--- config.mk ---
export PLATFORM = sky130hd
export DESIGN_NAME = byte_alu_flags
export DESIGN_NICKNAME = d
export VERILOG_FILES = /design/src/rtl/byte_alu_pkg.sv /design/src/rtl/alu_arith_unit.sv /design/src/rtl/alu_shift_unit.sv /design/src/rtl/alu_logic_unit.sv /design/src/rtl/alu_flag_bank.sv /design/src/rtl/byte_alu_flags.sv
export SDC_FILE = /design/constraint.sdc
export NUM_CORES = 1
export LEC_CHECK = 0
export BUFFER_PORTS_ARGS = -buffer_cell sky130_fd_sc_hd__buf_2
export CORE_ASPECT_RATIO = 0.75
export CORE_UTILIZATION = 35
export DETAILED_ROUTE_END_ITERATION = 8
export PLACE_DENSITY = 0.6
export SYNTH_ARGS = -nofsm -noshare
export SYNTH_HDL_FRONTEND = slang
export SYNTH_SLANG_ARGS = --single-unit
--- constraint.sdc ---
create_clock -name clk -period 6.8 [get_ports clk]
set_clock_uncertainty 0.1 [all_clocks]
set_input_delay 0.34 -clock clk [delete_from_list [all_inputs] [get_ports clk]]
set_output_delay 0.34 -clock clk [all_outputs]
set_load 0.01 [all_outputs]
--- src/rtl/byte_alu_pkg.sv ---
`timescale 1ns/1ps
package byte_alu_pkg;
  localparam int unsigned DATA_W = 8;
  localparam int unsigned OP_W   = 5;
  localparam int unsigned FC_POS = 2;   // carry bit inside the flag byte
  localparam int unsigned FZ_POS = 1;   // zero bit inside the flag byte

  typedef logic [OP_W-1:0] op_t;

  localparam op_t OP_ADD  = 5'd0;
  localparam op_t OP_ADC  = 5'd1;
  localparam op_t OP_SUB  = 5'd2;
  localparam op_t OP_SBB  = 5'd3;
  localparam op_t OP_AND  = 5'd4;
  localparam op_t OP_OR   = 5'd5;
  localparam op_t OP_XOR  = 5'd6;
  localparam op_t OP_CMP  = 5'd7;
  localparam op_t OP_ASL  = 5'd8;
  localparam op_t OP_ASR  = 5'd9;
  localparam op_t OP_RLC  = 5'd10;
  localparam op_t OP_RRC  = 5'd11;
  localparam op_t OP_CPL  = 5'd12;
  localparam op_t OP_INC  = 5'd13;
  localparam op_t OP_DEC  = 5'd14;
  localparam op_t OP_FAND = 5'd15;
  localparam op_t OP_FOR  = 5'd16;
  localparam op_t OP_FXOR = 5'd17;
  localparam op_t OP_TST  = 5'd18;
  localparam op_t OP_MOVA = 5'd19;
  localparam op_t OP_MOVM = 5'd20;
  localparam op_t OP_LAST = OP_MOVM;

  typedef enum logic [1:0] {U_NONE, U_ARITH, U_SHIFT, U_LOGIC} unit_e;

  typedef struct packed {
    unit_e unit;
    logic  c_en;
    logic  z_en;
  } policy_t;

  // Which unit serves an operation and which flags it may write
  function automatic policy_t op_policy(input op_t op);
    policy_t p;
    p = '{unit: U_NONE, c_en: 1'b0, z_en: 1'b0};
    case (op)
      OP_ADD, OP_ADC, OP_SUB, OP_SBB, OP_CMP, OP_INC, OP_DEC:
        p = '{unit: U_ARITH, c_en: 1'b1, z_en: 1'b1};
      OP_ASL, OP_ASR, OP_RLC, OP_RRC:
        p = '{unit: U_SHIFT, c_en: 1'b1, z_en: 1'b1};
      OP_AND, OP_OR, OP_XOR, OP_TST, OP_CPL, OP_MOVA:
        p = '{unit: U_LOGIC, c_en: 1'b0, z_en: 1'b1};
      OP_FAND, OP_FOR, OP_FXOR:
        p = '{unit: U_LOGIC, c_en: 1'b1, z_en: 1'b1};
      OP_MOVM:
        p = '{unit: U_LOGIC, c_en: 1'b0, z_en: 1'b0};
      default: ;
    endcase
    return p;
  endfunction
endpackage

--- src/rtl/alu_arith_unit.sv ---
`timescale 1ns/1ps
module alu_arith_unit
  import byte_alu_pkg::*;
#(
  parameter int unsigned W = DATA_W
) (
  input  op_t          op,
  input  logic [W-1:0] a,
  input  logic [W-1:0] b,
  input  logic         cin,
  output logic [W-1:0] res,
  output logic         c_out,
  output logic         z_out
);
  localparam logic [W:0] ONE_X = {{W{1'b0}}, 1'b1};

  logic [W:0] ext_a;
  logic [W:0] ext_b;
  logic [W:0] ext_c;
  logic [W:0] acc;

  assign ext_a = {1'b0, a};
  assign ext_b = {1'b0, b};
  assign ext_c = {{W{1'b0}}, cin};

  // One W+1 bit adder/subtractor; the top bit is carry or borrow
  always_comb begin
    case (op)
      OP_ADD:         acc = ext_a + ext_b;
      OP_ADC:         acc = ext_a + ext_b + ext_c;
      OP_SUB, OP_CMP: acc = ext_a - ext_b;
      OP_SBB:         acc = ext_a - ext_b - ext_c;
      OP_INC:         acc = ext_a + ONE_X;
      OP_DEC:         acc = ext_a - ONE_X;
      default:        acc = '0;
    endcase
  end

  assign c_out = acc[W];
  assign z_out = (acc[W-1:0] == '0);
  assign res   = (op == OP_CMP) ? a : acc[W-1:0];
endmodule

--- src/rtl/alu_shift_unit.sv ---
`timescale 1ns/1ps
module alu_shift_unit
  import byte_alu_pkg::*;
#(
  parameter int unsigned W = DATA_W
) (
  input  op_t          op,
  input  logic [W-1:0] a,
  input  logic         cin,
  output logic [W-1:0] res,
  output logic         c_out,
  output logic         z_out
);
  always_comb begin
    case (op)
      OP_ASL: begin
        res   = {a[W-2:0], 1'b0};
        c_out = a[W-1];
      end
      OP_ASR: begin
        res   = {a[W-1], a[W-1:1]};
        c_out = a[0];
      end
      OP_RLC: begin
        res   = {a[W-2:0], cin};
        c_out = a[W-1];
      end
      OP_RRC: begin
        res   = {cin, a[W-1:1]};
        c_out = a[0];
      end
      default: begin
        res   = a;
        c_out = 1'b0;
      end
    endcase
  end

  assign z_out = (res == '0);
endmodule

--- src/rtl/alu_logic_unit.sv ---
`timescale 1ns/1ps
module alu_logic_unit
  import byte_alu_pkg::*;
#(
  parameter int unsigned W = DATA_W
) (
  input  op_t          op,
  input  logic [W-1:0] a,
  input  logic [W-1:0] b,
  input  logic         fc,
  input  logic         fz,
  output logic [W-1:0] res,
  output logic         c_out,
  output logic         z_out
);
  localparam logic [W-1:0] FMASK = W'((1 << FC_POS) | (1 << FZ_POS));

  logic [W-1:0] fbyte;
  logic [W-1:0] fnew;
  logic [W-1:0] masked;

  always_comb begin
    fbyte         = '0;
    fbyte[FC_POS] = fc;
    fbyte[FZ_POS] = fz;
  end

  always_comb begin
    case (op)
      OP_FAND: fnew = fbyte & b;
      OP_FOR:  fnew = fbyte | b;
      OP_FXOR: fnew = fbyte ^ b;
      default: fnew = fbyte;
    endcase
  end

  assign masked = a & b;

  always_comb begin
    c_out = 1'b0;
    case (op)
      OP_AND: begin
        res   = masked;
        z_out = (masked == '0);
      end
      OP_OR: begin
        res   = a | b;
        z_out = ((a | b) == '0);
      end
      OP_XOR: begin
        res   = a ^ b;
        z_out = ((a ^ b) == '0);
      end
      OP_TST: begin
        res   = a;
        z_out = (masked == '0);
      end
      OP_CPL: begin
        res   = ~a;
        z_out = (a == '1);
      end
      OP_MOVA, OP_MOVM: begin
        res   = b;
        z_out = (b == '0);
      end
      OP_FAND, OP_FOR, OP_FXOR: begin
        res   = fnew & FMASK;
        c_out = fnew[FC_POS];
        z_out = fnew[FZ_POS];
      end
      default: begin
        res   = '0;
        z_out = 1'b0;
      end
    endcase
  end
endmodule

--- src/rtl/alu_flag_bank.sv ---
`timescale 1ns/1ps
module alu_flag_bank #(
  parameter int unsigned N = 2
) (
  input  logic         clk,
  input  logic         rst,
  input  logic [N-1:0] en,
  input  logic [N-1:0] d,
  output logic [N-1:0] q
);
  for (genvar i = 0; i < N; i++) begin : g_flag
    logic bit_q;
    always_ff @(posedge clk) begin
      if (rst)        bit_q <= 1'b0;
      else if (en[i]) bit_q <= d[i];
    end
    assign q[i] = bit_q;
  end
endmodule

--- src/rtl/byte_alu_flags.sv ---
`timescale 1ns/1ps
module byte_alu_flags
  import byte_alu_pkg::*;
#(
  parameter int unsigned W = DATA_W
) (
  input  logic            clk,
  input  logic            rst,
  input  logic            op_valid,
  input  logic [OP_W-1:0] op_code,
  input  logic [W-1:0]    opnd_a,
  input  logic [W-1:0]    opnd_b,
  output logic [W-1:0]    result,
  output logic            c_next,
  output logic            z_next,
  output logic            c_write,
  output logic            z_write,
  output logic            flag_c,
  output logic            flag_z
);
  localparam int unsigned NFLAG = 2;

  policy_t    pol;
  logic [W-1:0] ar_res, sh_res, lg_res;
  logic       ar_c, ar_z, sh_c, sh_z, lg_c, lg_z;
  logic [NFLAG-1:0] f_en, f_d, f_q;

  assign pol = op_policy(op_code);

  alu_arith_unit #(.W(W)) u_arith (
    .op(op_code), .a(opnd_a), .b(opnd_b), .cin(flag_c),
    .res(ar_res), .c_out(ar_c), .z_out(ar_z)
  );

  alu_shift_unit #(.W(W)) u_shift (
    .op(op_code), .a(opnd_a), .cin(flag_c),
    .res(sh_res), .c_out(sh_c), .z_out(sh_z)
  );

  alu_logic_unit #(.W(W)) u_logic (
    .op(op_code), .a(opnd_a), .b(opnd_b), .fc(flag_c), .fz(flag_z),
    .res(lg_res), .c_out(lg_c), .z_out(lg_z)
  );

  always_comb begin
    case (pol.unit)
      U_ARITH: begin result = ar_res; c_next = ar_c; z_next = ar_z; end
      U_SHIFT: begin result = sh_res; c_next = sh_c; z_next = sh_z; end
      U_LOGIC: begin result = lg_res; c_next = lg_c; z_next = lg_z; end
      default: begin result = '0;     c_next = 1'b0; z_next = 1'b0; end
    endcase
  end

  assign c_write = pol.c_en;
  assign z_write = pol.z_en;

  assign f_en = {c_write, z_write} & {NFLAG{op_valid}};
  assign f_d  = {c_next, z_next};

  alu_flag_bank #(.N(NFLAG)) u_flags (
    .clk(clk), .rst(rst), .en(f_en), .d(f_d), .q(f_q)
  );

  assign flag_c = f_q[1];
  assign flag_z = f_q[0];
endmodule

# After elaboration in Yosys (flattened, before gate mapping)
# Cells that the tools add are included.
# W data, S select, Z words.
[word_totals]
word_cells = 68
in_bits = 24
ff_bits = 2
output_inout_bits = 14
[op_classes]
bitwise_logic = 8
n_reduce_logical = 16
n_addsub = 6
n_mux = 12
n_eq_ne = 24
[ops]
columns = ["operator", "n"]
rows = [
  ["$pmux W8 S7", 1],
  ["$pmux W9 S6", 1],
  ["$logic_not A8 Y1", 6],
  ["$eq A5 B4 Y1 const B", 8],
  ["$pmux W8 S4", 1],
  ["$eq A5 B5 Y1 const B", 5],
  ["$pmux W8 S3", 1],
  ["$eq A5 B3 Y1 const B", 4],
  ["$pmux W4 S5", 1],
  ["$eq A5 B2 Y1 const B", 2],
  ["$reduce_or A2 Y1", 5],
  ["$add A8 B1 Y9 const B", 1],
  ["$add A8 B8 Y9", 1],
  ["$add A9 B1 Y9", 1],
  ["$pmux W3 S3", 1],
  ["$sub A8 B1 Y9 const B", 1],
  ["$sub A8 B8 Y9", 1],
  ["$sub A9 B1 Y9", 1],
  ["$and A8 B8 Y8", 1],
  ["$eq A8 B8 Y1 const B", 1],
  ["$mux W8", 1],
  ["$not A8 Y8", 1],
  ["$or A8 B8 Y8", 1],
  ["$xor A8 B8 Y8", 1],
  ["16 further kinds", 18],
]

# Depth between registers and ports, before layout
[logic_depth]
ltp_word = 5
depth_mapped = 15
mapped_depth_nobuf = 13

# Hierarchy
# From an unflattened synthesis, not the netlist that was laid out.
[hier_totals]
hier_cells = 477
hier_area_um2 = 3540.9
[modules_own_cells]
columns = ["module", "cells_each", "area_each_um2", "n_inst"]
rows = [
  ["alu_arith_unit", 252, 1833.0, 1],
  ["alu_logic_unit", 123, 952.2, 1],
  ["byte_alu_flags", 43, 345.3, 1],
  ["alu_shift_unit", 51, 327.8, 1],
  ["alu_flag_bank", 8, 82.6, 1],
]

# Worst setup path after synthesis
# Ideal clock, no wire load.
[synth_path]
kind = "input port to output port"
from = "input op_code[0]"
to = "output result[7]"
path_stages = 15
arrival_time_ns = 3.085
path_slack_ns = 3.275
path_cell_list = "clkbuf_1 -> buf_2 -> buf_1 -> or3_1 -> inv_1 -> ha_1 -> a21o_1 -> a21o_1 -> nand2_1 -> a31oi_1 -> xnor2_1 -> nor2_1 -> a211oi_2 -> a21oi_1 -> or3_1"
[synth_between]
elab_chain_len = 5
elab_cells_between_ends = 36
cone_classes = "23 x eq/ne; 6 x mux; 7 x reduce/logical"
[synth_rtl]
columns = ["item", "line", "text"]
rows = [
  ["from (decl)", "byte_alu_flags.sv:10", "input logic [OP_W-1:0] op_code,"],
  ["$eq A5 B1 Y1, or another cell as far along", "byte_alu_pkg.sv:45, alu_arith_unit.sv:28", ""],
  ["$reduce_or A7 Y1, or another cell as far along", "byte_alu_pkg.sv:45", "case (op)"],
  ["$pmux W4 S5 or $pmux W9 S6 (tied branches)", "byte_alu_pkg.sv:45, alu_arith_unit.sv:28", ""],
  ["$eq A2 B2 Y1, or another cell as far along", "byte_alu_flags.sv:46", "case (pol.unit)"],
  ["$pmux W8 S3 (*)", "byte_alu_flags.sv:46", ""],
  ["to (decl)", "byte_alu_flags.sv:13", "output logic [W-1:0] result,"],
]
# Mark *: on every way between the ends. The rest lies on a longest branch, timed or not.

# Final worst setup path
[layout_path]
from = "input opnd_b[2]"
to = "output result[7]"
[layout_between]
elab_chain_len = 5
elab_cells_between_ends = 7
cone_classes = "4 x add/sub; 3 x mux"
[layout_rtl]
columns = ["item", "line", "text"]
rows = [
  ["from (decl)", "byte_alu_flags.sv:12", "input logic [W-1:0] opnd_b,"],
  ["$sub A8 B8 Y9 or $add A8 B8 Y9 (tied branches)", "--", ""],
  ["$sub A9 B1 Y9 or $add A9 B1 Y9 (tied branches)", "alu_arith_unit.sv:32, alu_arith_unit.sv:30", ""],
  ["$pmux W9 S6 (*)", "alu_arith_unit.sv:28", "case (op)"],
  ["$mux W8 (*)", "alu_arith_unit.sv:41", "assign res = (op == OP_CMP) ? a : acc[W-1:0];"],
  ["$pmux W8 S3 (*)", "byte_alu_flags.sv:46", ""],
]
# Marks and branches as above.

==> impl_metrics.ini <==
[status]
status = completed

[finish]
layout_commonest_cell = nor2_1
antenna_cells = 0
largest_reg_flops = 2
drive_above_1_share = 0.1302
syn_to_final_growth_pct = 6.948
reg_top3 = u_flags.g_flag.bit_q (2)
final_cell_mix = nor2_1 (53), ha_1 (39), buf_2 (37)
final_nets = 529
regMostFlops = u_flags.g_flag.bit_q
stdcell_count = 569

[logic_synthesis]
yosysWarnings = 0
async_flop_share = 0
synth_top_area_frac = 0.1585
netlist_instances = 450
syn_nets = 516
synth_ff_type = dfxtp_1
seq_area_frac_synth = 0.01300
synth_cell_types = 80
ys_top_cells_by_area = ha_1 (16%), nor2_1 (6.5%), a21oi_1 (5.9%)
synth_area_per_cell_um2 = 6.843
syn-cell-area_mm2 = 0.003079
synth_edf_count = 0
synth_top_area_cell = ha_1
ys_ff_latch = 2

[clocking]
path_clk_slew_ns = 0.03
ctsHoldBuffers = 0
clock_path_buffers = 2
tritoncts = built
clock_latency_ns = 0.22
cts_made_buffers = 3
h-tree-depth = 1
post_cts_resized = 0
cts_num_sinks = 2
cts_setup_buffers = 0
cts-root-buf = clkbuf_16

[route]
wl_mm = 11.50
drt_iter0_drc = 451
first_pass_iters = 5
top_layer = met4
via_per_inst = 6.418
vias = 3652
wl_per_cell_um = 20.20
wl_met3_mm = 1.202
wl_met2_mm = 4.763
drc = 0
met1Wirelength_mm = 5.413
antenna_left = 0

[place]
gp_congestion = 1.023
placed_cells_incl_taps = 566
hpwl_mm = 9.132
port_buffers = 37

[sta]
period_share = 0.6341
slew_headroom = 0.2405
fmax_ghz = 0.2319
setup_viol = 0
rsz0062_at_grt = no
fin_tns_setup_ns = 0
worst_slew_pin_slew_ns = 1.131
min_period_ns = 4.312
hold_viol = 0
slew_violations = 0

[floorplan]
coreArea_mm2 = 0.008491
die_w_um = 110.3
start_util = 0.3627
io_pins = 38
dieArea_mm2 = 0.009181
die_h_um = 83.23
num_rows = 29

[global_routing]
grt_pass1_wl_mm = 18.42
antenna_found_initial = 0
track_usage = 0.2555
grt_overflow = 0
first_global_vias = 3395
grt_max_degree = 34

[pwr]
powerDensity_mw_per_mm2 = 109.6
ir_drop_v = 0.00008499
p_leak_nw = 1.451

[flow_run]
drv_cap = 0

[setup_path]
cp.required_ns = 6.36
crit_arrival_ns = 3.87
path_max_fanout = 16
start_kind = primary input
cp-end-kind = output pin
critical_path_class = primary input to output pin

[hold_path]
worstHoldPathType = primary input to flip-flop
[final cells by class]
cell class | count | area (µm²)
Sequential cell | 2 | 40.04
Multi-Input combinational cell | 389 | 2745
Tap cell | 108 | 135.1
Fill cell | 958 | 5197
Clock buffer | 3 | 75.07
Timing Repair Buffer | 37 | 185.2
Inverter | 30 | 112.6
[through the flow]
step	setup WS [ns]	total power, mW	hold WS, ns	cell area (µm²)	utilization
after global routing	2.317	0.3826	0.2131	3293	0.3879
after CTS	2.604	0.3524	0.2008	3293	0.3879
after global placement	2.625	0.2606	0.4362	3218	0.3790
after floorplan	3.275	0.1965	0.3121	3079	-
after detailed placement	2.628	0.2607	0.4270	3218	0.3790
final	2.488	0.3609	0.2001	3293	0.3879
[path summary, 6_finish.rpt]
| kind | cells after the start | slack, ns | endpoint | from |
|---|---|---|---|---|
| setup / recovery | 13 | 2.49 | result[7] | opnd_b[2] |
| hold / removal | 2 | 0.20 | u_flags.g_flag[1].bit_q$_SDFFE_PP0P_ | rst |
| setup reg to reg | 10 | 3.82 | u_flags.g_flag[0].bit_q$_SDFFE_PP0P_ | u_flags.g_flag[1].bit_q$_SDFFE_PP0P_ |
| hold reg to reg | 2 | 0.48 | u_flags.g_flag[0].bit_q$_SDFFE_PP0P_ | u_flags.g_flag[0].bit_q$_SDFFE_PP0P_ |
[power breakdown]
group	leakage, nW	internal [mW]	switching, mW	total [mW]
logic	1.40	0.0930	0.161	0.254
registers	0.0165	0.0127	0.00212	0.0148
clock network	0.0370	0.0751	0.0166	0.0917
total	1.45	0.181	0.180	0.361
[Yosys cell counts, types with 3 or more instances]
cell type and instances:
clkbuf_8 4, o22ai_1 6, clkbuf_1 17, a221oi_1 9, nand3_1 14, xnor2_1 17
a211oi_1 7, or3_1 7, inv_1 30, nor4_1 11, a21oi_1 36, a211oi_2 3
o221ai_1 5, xor2_1 9, o21ai_0 20, nand2_1 31, nand4b_1 5, nor2b_1 4
and2_1 4, mux2i_1 9, nor2_1 53, ha_1 39, nor3_1 15, nand4_1 11
fa_1 3, a21o_1 3, buf_6 4, nand2b_1 7
[routing by layer]
metal  vias up  track usage
met5         -            0
met4         0      0.04306
met3        15      0.03297
met2       241       0.3631
met1      1697       0.4035
li1       1699            -
[worst max-delay path: stages]
cell and delay (ns):
buf_2 0.17, inv_1 0.12, ha_1 0.68, nor2b_1 0.29, o22ai_1 0.14, xnor2_1 0.49, nand2_1 0.10, nor4_1 0.35
xor2_1 0.16, a211oi_2 0.40, a21oi_1 0.10, or3_1 0.38, buf_2 0.14
[logic make-up (layout without fill, tap and decap cells)]
logic type,count (synthesis),count (layout),synth area share
buffers and inverters,59,70,0.09549
adder cells (fa/ha/maj),42,42,0.1780
multiplexers,9,9,0.02926
XOR/XNOR,27,27,0.07924
AND/OR/NAND/NOR,183,183,0.3117
flip-flops,2,2,0.01300
AO/OA/AOI/OAI,128,128,0.2934
Power figures use the tool's default switching activity.
